==> src/rtl/rot_prio_resolver.sv <==
module rot_prio_resolver #(
  parameter int LINES   = 8,
  parameter int CASCADE = 2
) (
  input  logic                     clk,
  input  logic                     rst_n,
  input  logic [LINES-1:0]         pend,
  input  logic [LINES-1:0]         mask,
  input  logic [LINES-1:0]         insvc,
  input  logic [$clog2(LINES)-1:0] rot,
  input  logic                     nest_en,
  input  logic                     primary,
  output logic                     irq_valid,
  output logic [$clog2(LINES)-1:0] irq_line
);
  localparam int IW = $clog2(LINES);
  localparam int RW = IW + 1;
  localparam logic [RW-1:0] NONE = RW'(LINES);

  function automatic logic [RW-1:0] top_rank(input logic [LINES-1:0] bits,
                                             input logic [IW-1:0] base);
    logic [RW-1:0] r;
    r = NONE;
    for (int k = LINES - 1; k >= 0; k--)
      if (bits[IW'(k) + base]) r = RW'(k);
    return r;
  endfunction

  logic [LINES-1:0] req_bits, isr_bits;
  logic [RW-1:0]    req_rank, isr_rank;
  logic             win;

  assign req_bits = pend & ~mask;
  assign isr_bits = (nest_en && primary) ? (insvc & ~(LINES'(1) << CASCADE)) : insvc;
  assign req_rank = top_rank(req_bits, rot);
  assign isr_rank = top_rank(isr_bits, rot);
  assign win      = (req_rank != NONE) && (req_rank < isr_rank);

  always_ff @(posedge clk or negedge rst_n) begin
    if (!rst_n) begin
      irq_valid <= 1'b0;
      irq_line  <= '0;
    end else begin
      irq_valid <= win;
      irq_line  <= win ? (IW'(req_rank) + rot) : '0;
    end
  end
endmodule

==> config.mk <==
export PLATFORM = sky130hd
export DESIGN_NAME = rot_prio_resolver
export DESIGN_NICKNAME = d
export VERILOG_FILES = /design/src/rtl/rot_prio_resolver.sv
export SDC_FILE = /design/constraint.sdc
export NUM_CORES = 1
export LEC_CHECK = 0
export BUFFER_PORTS_ARGS = -buffer_cell sky130_fd_sc_hd__buf_4
export CAP_MARGIN = 20
export CORE_ASPECT_RATIO = 1.75
export CORE_MARGIN = 8
export CORE_UTILIZATION = 39
export DETAILED_ROUTE_END_ITERATION = 12
export SKIP_LAST_GASP = 1
export SYNTH_ARGS = -nofsm -noshare
export SYNTH_HDL_FRONTEND = slang
export SYNTH_SLANG_ARGS = --single-unit
==> constraint.sdc <==
create_clock -name clk -period 1.4 [get_ports clk]
set_clock_uncertainty 0.2 [all_clocks]
set_input_delay 0.28 -clock clk [delete_from_list [all_inputs] [get_ports clk]]
set_output_delay 0.28 -clock clk [all_outputs]
set_load 0.03 [all_outputs]
# After elaboration in Yosys (flattened, before gate mapping)
# Cells that the tools add are included.
# word_totals
regBits,4
out_inout_bits,4
wordCells,74
# classes
add_sub_neg,8
magnitude_cmp,9
n_eq_ne,1
mux,50
bitwise_logic,2
n_reduce_logical,2
# op_table
cell,n
4-bit two-way mux,16
1-bit binary-select mux with 3-bit select,16
"3-bit by 4-bit < comparator with 1-bit output, second input constant",8
1-bit two-way mux,16
"3-bit adder, first input constant",4
8-bit AND,1
8-bit NOT,1
"2-bit by 3-bit adder with 3-bit output, first input constant",2
3-bit two-way mux,2
4-bit < comparator,1
"4-bit != test, second input constant",1
"1-bit by 3-bit adder with 3-bit output, first input constant",1
3-bit adder,1
1-bit logical AND,2

# Longest topological paths before layout
# Gate-level depths: netlist of run 1.
# logic_depth
depth_word,15
depth_mapped,15

# Worst setup path before layout of run 1
# Ideal clock, no wire load.
# synth_timing
path_kind,input port to flip-flop
from,in rot[1]
to,reg irq_line[2]
setup_ns,0.066
arrival_ns,3.318
required_time_ns,1.134
slack_ns,-2.184
cell_stages,12
path_buffers,2
path_cell_list,buf_6 -> inv_1 -> ha_1 -> clkbuf_1 -> mux4_2 -> or4b_1 -> nor2b_1 -> ha_1 -> o2111ai_1 -> a31oi_1 -> a2111oi_4 -> and2_1
# synth_via
elab_chain_cells,14
word_cells_on_any_way,60
classes_between,add/sub (8); order compare (1); eq/ne (1); mux (49); reduce/logical (1)
# synth_rtl
item,line,rtl
from (decl),10,"input logic [$clog2(LINES)-1:0] rot,"
3-bit adder,25,if (bits[IW'(k) + base]) r = RW'(k);
1-bit binary-select mux with 3-bit select,25,
1-bit two-way mux (not written as such),25,
4-bit two-way mux (8 in a row),25,
4-bit < comparator / 4-bit != test (equally long branches),37,assign win = (req_rank != NONE) && (req_rank < isr_rank);
1-bit logical AND (*),37,
via win,31,logic win;
3-bit two-way mux (*),45,irq_line <= win ? (IW'(req_rank) + rot) : '0;
to (signal assigned),45,
to (decl),14,output logic [$clog2(LINES)-1:0] irq_line
# Mark *: on every way through the listed nets, which the timed path passes. The rest lies on a longest branch. The select of a mux whose other input is x is not followed.

# Final worst setup path of run 1
# layout_timing
from,in rot[0]
to,reg irq_line[1]
# The elaborated chain is that of the path after synthesis.

==> flow_summary_export.csv, run 1 <==
group,metric,value,unit
outcome,status,"finished with violations",
outcome,violations,"negative setup slack",
synth,synth_commonest_cells,"mux4_2 (16), mux2i_1 (12), nand2b_1 (10), ha_1 (6), nor2b_1 (6)",
timing,slew_headroom,0.7554,
synth,ys_seq_elements,4,
timing,max_freq,0.3147,GHz
min_path,hold_class,"in -> async",
worst_setup_path,crit_required,1350,ps
place,gp_congestion,0.7876,
drt,wirelength,3827,µm
drt,post_drt_wl_per_cell,16.35,µm
place,placed_cell_area,1916,µm²
power_and_ir_drop,total_power,1.733,mW
global_routing,grt_util_all_layers,0.1445,
flow_run,drv_cap,0,
worst_setup_path,crit_type,"in -> reg",
timing,rsz0062_at_grt,"yes",
clock_network,clock-root-buffer,"clkbuf_8",
global_routing,grt_pass1_wl,6306,µm
floorplan,initial_core_util,0.4078,
clock_network,h-tree-depth,1,
synth,async_flop_share,1.000,
synth,synth_top_area_cell,"mux4_2",
worst_setup_path,cp.arrival,3130,ps
clock_network,clk_path_buf_depth,2,
synth,synth.most_common_cell,"mux4_2",
synth,synth_cell_types,43,
floorplan,die_x,59.33,µm
synth,netlist.area_leader.share,0.2813,
floorplan,die_h,91.82,µm
timing,hold-worst-slack,202.8,ps
finish,nNetsFinal,231,
drt,via_per_inst,5.423,
finish,antennaDiodeCount,0,
global_routing,globalRouteOverflowTotal,0,
global_routing,grt_start_max_net_pins,11,
timing,finalSetupViolCount,4,
drt,drcViolationCount,0,
worst_setup_path,start_kind,"primary input",
floorplan,core_area,3142,µm²
floorplan,pin_count,35,
synth,synth_nets,152,
worst_setup_path,endpoint_kind,"flop",
worst_setup_path,crit_fanout,4,
synth,synth_xor_area_frac,0.03320,
clock_network,path_clk_slew,30,ps
place,dp_hpwl,3258,µm
global_routing,grt_pass1_vias,1445,
finish,area_delta_synth_final,61.91,%
place,portBuffers,34,
finish,final_cell_area,2074,µm²
synth,synth_cells,114,
drt,ant_nets,0,
synth,yosys-top-cells-area,"mux4_2 (28%), mux2i_1 (9.4%), dfrtp_1 (7.8%)",
timing,period_needed,3178,ps
global_routing,grt_antenna_before_repair,0,
synth,synthMuxAreaShare,0.4277,
timing,tightestPinTransition,363.0,ps
synth,ys.flop_type,"dfrtp_1",
drt,first_pass_iters,4,
synth,avgSynthCellArea,11.24,µm²
synth,synth-adder-area-share,0.07422,
synth,synth-simple-area-share,0.2021,
clock_network,cts-buffers-inserted,3,
synth,synth_compound_area_frac,0.1357,
synth,synth_edf_count,0,
synth,yosysWarnings,0,
drt,drt_iter0_markers,14,
clock_network,clock-sinks,4,
place,dp.cells,225,
drt,dr_total_vias,1269,
power_and_ir_drop,p_leak,0.9021,nW
power_and_ir_drop,peakVddDrop,605.4,µV
floorplan,row_count,27,
synth,synth_top_family_by_area,"multiplexers",
synth,synth_area,1281,µm²
finish,stdcell_count,234,
synth,ys_seq_area_frac,0.07813,
floorplan,die_area,5447,µm²
finish,fill_cells,264,
timing,worst_slack,-1778,ps
timing,fin_crit_sh,2.270,
timing,hold_viol,0,
timing,slew_viol_final,0,
finish,drive_above_1_share,0.6387,
power_and_ir_drop,power.density,835.3,nW/µm²
clock_network,cts_tree,"yes",
==> logic make-up (layout without fill, tap and decap cells) <==
kind of cell | Yosys count | count (layout)
adder cells (fa/ha/maj) | 7 | 7
AO/OA/AOI/OAI | 19 | 19
buffers and inverters | 8 | 85
XOR/XNOR | 4 | 4
multiplexers | 33 | 33
AND/OR/NAND/NOR | 39 | 39
flip-flops | 4 | 4
==> repair_timing <==
item	in CTS	in global routing
cloned	1	0
hold buffers	1	0
gates resized for setup	11	2
pin swaps	10	8
hold endpoints to repair	4	0
setup buffers	4	0
setup endpoints to repair	4	4
==> cell type report <==
| type | count | area (µm²) | share of cell area |
|---|---|---|---|
| multi-input combinational | 102 | 1220 | 0.5881 |
| timing repair buffer | 79 | 644.4 | 0.3106 |
| inverter | 3 | 15.01 | 0.007238 |
| clock buffer | 3 | 41.29 | 0.01990 |
| sequential | 4 | 100.1 | 0.04825 |
| tap | 43 | 53.80 | 0.02593 |
==> through the flow <==
| step | setup TNS, ps | setup WS, ps | util |
|---|---|---|---|
| 5_1_grt | -7457 | -1895 | 0.6603 |
| 4_1_cts | -6780 | -1724 | 0.6579 |
| 3_5_place_dp | -8103 | -2055 | 0.6097 |
| 3_3_place_gp | -7985 | -2023 | 0.6097 |
| 2_1_floorplan | -7503 | -1907 | - |
| 6_report | -7003 | -1778 | 0.6603 |
==> power breakdown <==
group	switching, mW	total (mW)	internal (mW)
sequential	0.0156	0.186	0.170
clock	0.0576	0.241	0.183
combinational	0.599	1.31	0.708
==> cell usage in the layout, fill, tap and decap left out, types with 2 or more instances in the layout <==
cell / count
nor4bb_1: 2
nand2_1: 4
a21o_1: 2
xnor2_1: 3
o21a_1: 2
o21ai_0: 4
nand2b_1: 10
buf_4: 74
dfrtp_1: 4
clkbuf_8: 3
mux2_2: 4
buf_12: 2
mux2i_1: 12
inv_2: 2
ha_4: 4
mux4_2: 16
nor2b_1: 4
nand3b_1: 3
and2_1: 4
ha_1: 2
==> routing by layer <==
| metal | wire length, µm | part of all wire | track usage |
|---|---|---|---|
| met1 | 1325 | 0.35 | 0.1354 |
| met2 | 2290 | 0.60 | 0.2953 |
| met3 | 118 | 0.031 | 0.01818 |
| met4 | 93 | 0.024 | 0.04217 |
| met5 | 0 | 0 | 0 |
==> registers in the layout, indices dropped and copies added (netlist names) <==
name and count:
irq_valid 1, irq_line 3
==> worst paths after layout <==
path	start	to	slack, ps	cells after the start
worst max-delay path	rot[0]	irq_line[1]	-1780	14
worst min-delay path	rst_n	irq_line[0]	200	2
max in group asynchronous	rst_n	irq_line[2]	700	2
min in group clk	rot[1]	irq_line[1]	390	4
==> worst max-delay path, stage by stage <==
cell        delay, ps
buf_12            100
clkinvlp_4        100
ha_4              180
xnor2_4           200
mux4_2            590
nor2b_2           160
nor3_2             60
o311a_1           360
ha_4              180
inv_2              50
nand3b_1           60
o21bai_4          180
a2111oi_4         440
and2_1            180
Power figures use the tool's default switching activity.
==> inputs of run 2 (changes only) <==
--- a/config.mk
+++ b/config.mk
@@ -9,8 +9,9 @@
 export CAP_MARGIN = 20
 export CORE_ASPECT_RATIO = 1.75
 export CORE_MARGIN = 8
-export CORE_UTILIZATION = 39
+export CORE_UTILIZATION = 55
 export DETAILED_ROUTE_END_ITERATION = 12
+export PLACE_DENSITY = 0.83
 export SKIP_LAST_GASP = 1
 export SYNTH_ARGS = -nofsm -noshare
 export SYNTH_HDL_FRONTEND = slang
==> flow_summary_export.csv, run 2 (synthesized netlist as in run 1, its figures left out) <==
group,metric,value,unit
outcome,status,"finished with violations",
outcome,violations,"negative setup slack",
global_routing,grtUsageMet1,0.2257,
drt,via_per_inst,6.837,
global_routing,met2_usage,0.4857,
timing,hold_viol,0,
floorplan,die_x,52.49,µm
timing,fin_crit_sh,2.311,
worst_setup_path,cpMaxStageDelayCell,"mux4_2",
place,dp_hpwl,3760,µm
worst_setup_path,crit_required,1350,ps
global_routing,grt_antenna_before_repair,0,
place,portBuffers,34,
worst_setup_path,crit_buf_inv,4,
finish,reg.largest.list,"irq_line (3), irq_valid (1)",
finish,layout_commonest_cell,"buf_4",
floorplan,initial_core_util,0.5708,
global_routing,grt_pass1_vias,1641,
finish,nNetsFinal,230,
finish,area_delta_synth_final,60.16,%
timing,slew_headroom,0.7238,
floorplan,core_area,2245,µm²
floorplan,pin_count,35,
worst_setup_path,crit_path_start,"rot[1]",
clock_network,cts_tree,"yes",
clock_network,h-tree-depth,1,
finish,largest_reg_flops,3,
power_and_ir_drop,p_leak,0.8933,nW
power_and_ir_drop,peakVddDrop,637.9,µV
clock_network,clk_path_buf_depth,2,
global_routing,met3_usage,0.05597,
drt,drt_iter0_markers,71,
worst_setup_path,cp_top_family,"compound AO/OA/AOI/OAI gates",
drt,dr_total_vias,1470,
drt,ant_nets,0,
timing,period_needed,3235,ps
finish,largest_register,"irq_line",
clock_network,clock-sinks,4,
drt,drcViolationCount,0,
global_routing,grt_start_max_net_pins,11,
global_routing,globalRouteOverflowTotal,0,
timing,rsz0062_at_grt,"yes",
flow_run,drv_cap,0,
timing,worst_slack,-1835,ps
clock_network,cts-buffers-inserted,3,
min_path,hold_class,"in -> async",
worst_setup_path,crit_type,"in -> reg",
clock_network,clock-root-buffer,"clkbuf_8",
floorplan,die_area,4191,µm²
finish,fill_cells,79,
worst_setup_path,crit_path_frequent_cell,"buf_4",
finish,most-common-layout-cells,"buf_4 (72), mux4_2 (16), mux2i_1 (10), nand2b_1 (10), nor2b_1 (5)",
power_and_ir_drop,total_power,1.841,mW
worst_setup_path,crit_chain,"buf_4 > buf_8 > ha_1 > xnor2_1 > buf_4 > mux4_2 > o311a_1 > ha_2 > inv_2 > nand3b_1 > o21bai_4 > a2111oi_4 > and2_1",
timing,tightestPinTransition,410.6,ps
worst_setup_path,crit_fanout,7,
global_routing,grt-busiest-layer,"met2",
place,gp_congestion,0.8353,
drt,first_pass_iters,6,
power_and_ir_drop,power.density,897.1,nW/µm²
global_routing,grt_util_all_layers,0.2674,
place,pre_cts_ws,-2135,ps
clock_network,path_clk_slew,30,ps
finish,drive_above_1_share,0.6474,
timing,slew_viol_final,0,
drt,post_drt_wl_per_cell,25.13,µm
timing,max_freq,0.3091,GHz
finish,antennaDiodeCount,0,
worst_setup_path,cp.arrival,3180,ps
worst_setup_path,start_kind,"primary input",
floorplan,row_count,23,
floorplan,die_h,79.85,µm
timing,finalSetupViolCount,4,
worst_setup_path,endpoint_kind,"flop",
worst_setup_path,slowest_delay,560,ps
drt,wirelength,5402,µm
global_routing,grt_pass1_wl,8383,µm
-- run 2: per-layer routing --
metal,wire [µm],up-vias
met5,0,-
met4,611,0
met3,374,53
met2,2881,114
met1,1534,689
li1,-,614
-- run 2: worst paths after layout --
| path | end | slack (ps) | depth (start not counted) |
|---|---|---|---|
| min in group clk | irq_line[1] | 470 | 4 |
| worst max-delay path | irq_line[1] | -1840 | 13 |
| max in group asynchronous | irq_line[0] | 680 | 2 |
| worst min-delay path | irq_line[1] | 220 | 2 |
-- run 2: layout make-up --
type,instances,area (µm²),share of cell area
multi-input cells,102,1216,0.5927
clock buffers,3,41.29,0.02012
flip-flops and latches,4,100.1,0.04878
repair buffers,78,648.1,0.3159
well taps,25,31.28,0.01524
inverters,3,15.01,0.007317
-- run 2: where the power goes --
part	leakage [nW]	internal (mW)	switching [mW]
Clock	0.0216	0.183	0.0587
Sequential	0.0520	0.170	0.0187
Combinational	0.820	0.728	0.681
Total	0.893	1.08	0.759
-- run 2: per-stage QoR --
stage | hold WS, ps | setup TNS (ps) | cell area, µm² | instances | utilization
finish | 221.0 | -7160 | 2052 | 215 | 0.9142
global route | 240.4 | -7368 | 2052 | 215 | 0.9142
CTS | 200.2 | -6918 | 2041 | 214 | 0.9091
detailed placement | -122.7 | -8359 | 1861 | 201 | 0.8289
global placement | -124.9 | -7963 | 1861 | 201 | 0.8289
floorplan | -215.6 | -7503 | 1375 | 114 | -
-- run 2: what timing repair did --
item / in CTS / in global routing
endpoints found under the hold margin: 4 / 0
setup buffers: 8 / 1
gates cloned: 1 / 0
pin swaps: 10 / 3
hold buffers: 1 / 0
endpoints found under the setup margin: 4 / 4
resized for setup: 14 / 1
==> inputs of run 3 (changes only) <==
--- a/config.mk
+++ b/config.mk
@@ -7,7 +7,7 @@
 export LEC_CHECK = 0
 export BUFFER_PORTS_ARGS = -buffer_cell sky130_fd_sc_hd__buf_4
 export CAP_MARGIN = 20
-export CORE_ASPECT_RATIO = 1.75
+export CORE_ASPECT_RATIO = 0.9
 export CORE_MARGIN = 8
 export CORE_UTILIZATION = 55
 export DETAILED_ROUTE_END_ITERATION = 12
==> flow_summary_export.csv, run 3 (synthesized netlist as in run 1, its figures left out) <==
group,metric,value,unit
power_and_ir_drop,p_leak,0.8874,nW
drt,drcViolationCount,0,
worst_setup_path,crit_fanout,13,
global_routing,grt_util_all_layers,0.2983,
finish,reg.largest.list,"irq_line (3), irq_valid (1)",
drt,drt_iter0_markers,141,
clock_network,cts-buffers-inserted,3,
global_routing,grt_antenna_before_repair,0,
finish,most-common-layout-cells,"buf_4 (72), mux4_2 (16), mux2i_1 (12)",
timing,rsz0062_at_grt,"yes",
timing,period_needed,3246,ps
floorplan,initial_core_util,0.5872,
drt,first_pass_iters,4,
power_and_ir_drop,p_sw_frac,0.4416,
power_and_ir_drop,intPower,1.019,mW
clock_network,clk_path_buf_depth,2,
place,dp_hpwl,3877,µm
clock_network,path_clk_slew,40,ps
power_and_ir_drop,switchingPower,0.8057,mW
worst_setup_path,cpMaxStageDelayCell,"or4_4",
power_and_ir_drop,power.density,898.0,nW/µm²
timing,slew_headroom,0.7197,
worst_setup_path,cp.arrival,3220,ps
floorplan,core_area,2182,µm²
drt,wirelength,5720,µm
timing,hold_viol,0,
clock_network,cts_tree,"yes",
floorplan,pin_count,35,
drt,dr_total_vias,1516,
place,gp_congestion,0.7956,
finish,final_cell_area,2032,µm²
flow_run,drv_cap,0,
timing,tightestPinTransition,414.5,ps
clock_network,clock-root-buffer,"clkbuf_4",
outcome,status,"finished with violations",
timing,max_freq,0.3081,GHz
worst_setup_path,crit_required,1370,ps
finish,antennaDiodeCount,0,
worst_setup_path,endpoint_kind,"flop",
finish,largest_register,"irq_line",
place,portBuffers,34,
finish,fill_cells,67,
worst_setup_path,crit_chain,"buf_8 > buf_8 > nor4bb_1 > or4_4 > mux2i_4 > nor2b_1 > nor3_1 > o311a_1 > ha_4 > inv_2 > nand3b_1 > o21bai_4 > a2111oi_4 > and2_1",
floorplan,die_x,66.88,µm
finish,layout_commonest_cell,"buf_4",
floorplan,die_area,4132,µm²
drt,post_drt_wl_per_cell,26.48,µm
timing,finalSetupViolCount,4,
finish,utilization,0.9312,
drt,ant_nets,0,
timing,worst_slack,-1846,ps
finish,area_delta_synth_final,58.59,%
power_and_ir_drop,comb_power_share,0.816,
floorplan,row_count,16,
worst_setup_path,start_kind,"primary input",
clock_network,h-tree-depth,1,
global_routing,grt_pass1_wl,9011,µm
worst_setup_path,crit_path_frequent_cell,"buf_8",
global_routing,grt_start_max_net_pins,14,
power_and_ir_drop,pwr-share-clk,0.082,
global_routing,globalRouteOverflowTotal,0,
finish,nNetsFinal,229,
place,placed_cell_area,1901,µm²
timing,hold-worst-slack,177.5,ps
global_routing,grt_pass1_vias,1736,
timing,slew_viol_final,0,
min_path,hold_class,"in -> async",
floorplan,die_h,61.79,µm
power_and_ir_drop,pwr-share-seq,0.102,
timing,fin_crit_sh,2.318,
power_and_ir_drop,peakVddDrop,1075,µV
drt,via_per_inst,7.019,
outcome,violations,"negative setup slack",
worst_setup_path,slowest_delay,550,ps
worst_setup_path,crit_type,"in -> reg",
finish,drive_above_1_share,0.6508,
finish,largest_reg_flops,3,
clock_network,clock-sinks,4,
==> run 3: power by group through the flow <==
stage                     logic [mW]  registers, mW  clock network [mW]
after floorplan                0.672          0.298                   0
after global placement          1.19          0.188                   0
after detailed placement        1.29          0.188                   0
after CTS                       1.41          0.187               0.150
after global routing            1.56          0.190               0.162
final                           1.49          0.187               0.150
==> run 3: metal layers <==
metal  share of wire  track usage  up-vias
li1                -            -      609
met1            0.30       0.2667      694
met2            0.51       0.5409      155
met3            0.11       0.1201       58
met4           0.074       0.2173        0
met5               0            0        -
==> run 3: worst max-delay path by stage <==
stage,to,startpoint,depth (start not counted),slack (ps)
2_1_floorplan,irq_line[2],rot[0],12,-1910
3_3_place_gp,irq_line[1],rot[0],14,-1930
3_5_place_dp,irq_line[2],rot[0],13,-2090
4_1_cts,irq_line[1],rot[0],12,-1740
5_1_grt,irq_line[1],rot[0],13,-2120
6_report,irq_line[1],rot[0],14,-1850
==> run 3: timing repair <==
item | in CTS | in global routing
endpoints found under the hold margin | 4 | 0
hold buffers | 1 | 0
gates resized for setup | 13 | 5
endpoints found under the setup margin | 4 | 4
pin swaps | 11 | 5
buffers inserted | 4 | 0
==> run 3: per-stage QoR <==
step                      TNS, ps  setup WS [ps]  instances  total power [mW]
final                       -7230          -1846        216             1.825
after detailed placement    -8148          -2093        208             1.476
after CTS                   -6801          -1738        216             1.745
after floorplan             -7503          -1907        114            0.9700
after global routing        -8293          -2117        216             1.911
after global placement      -7595          -1927        208             1.376
==> run 3: final cells by class <==
type	instances	area, µm²	share of cell area
Clock buffer	3	22.52	0.01108
Sequential cell	4	100.1	0.04926
Timing Repair Buffer	77	611.8	0.3011
Tap cell	27	33.78	0.01663
Multi-Input combinational cell	102	1249	0.6145
Inverter	3	15.01	0.007389
==> run 3: worst max-delay path, delay by kind of cell <==
kind | cells | cell delay (ps)
buf+inv | 3 | 300
mux | 1 | 190
simple gates | 6 | 1250
compound gates | 3 | 1000
fa+ha+maj | 1 | 190
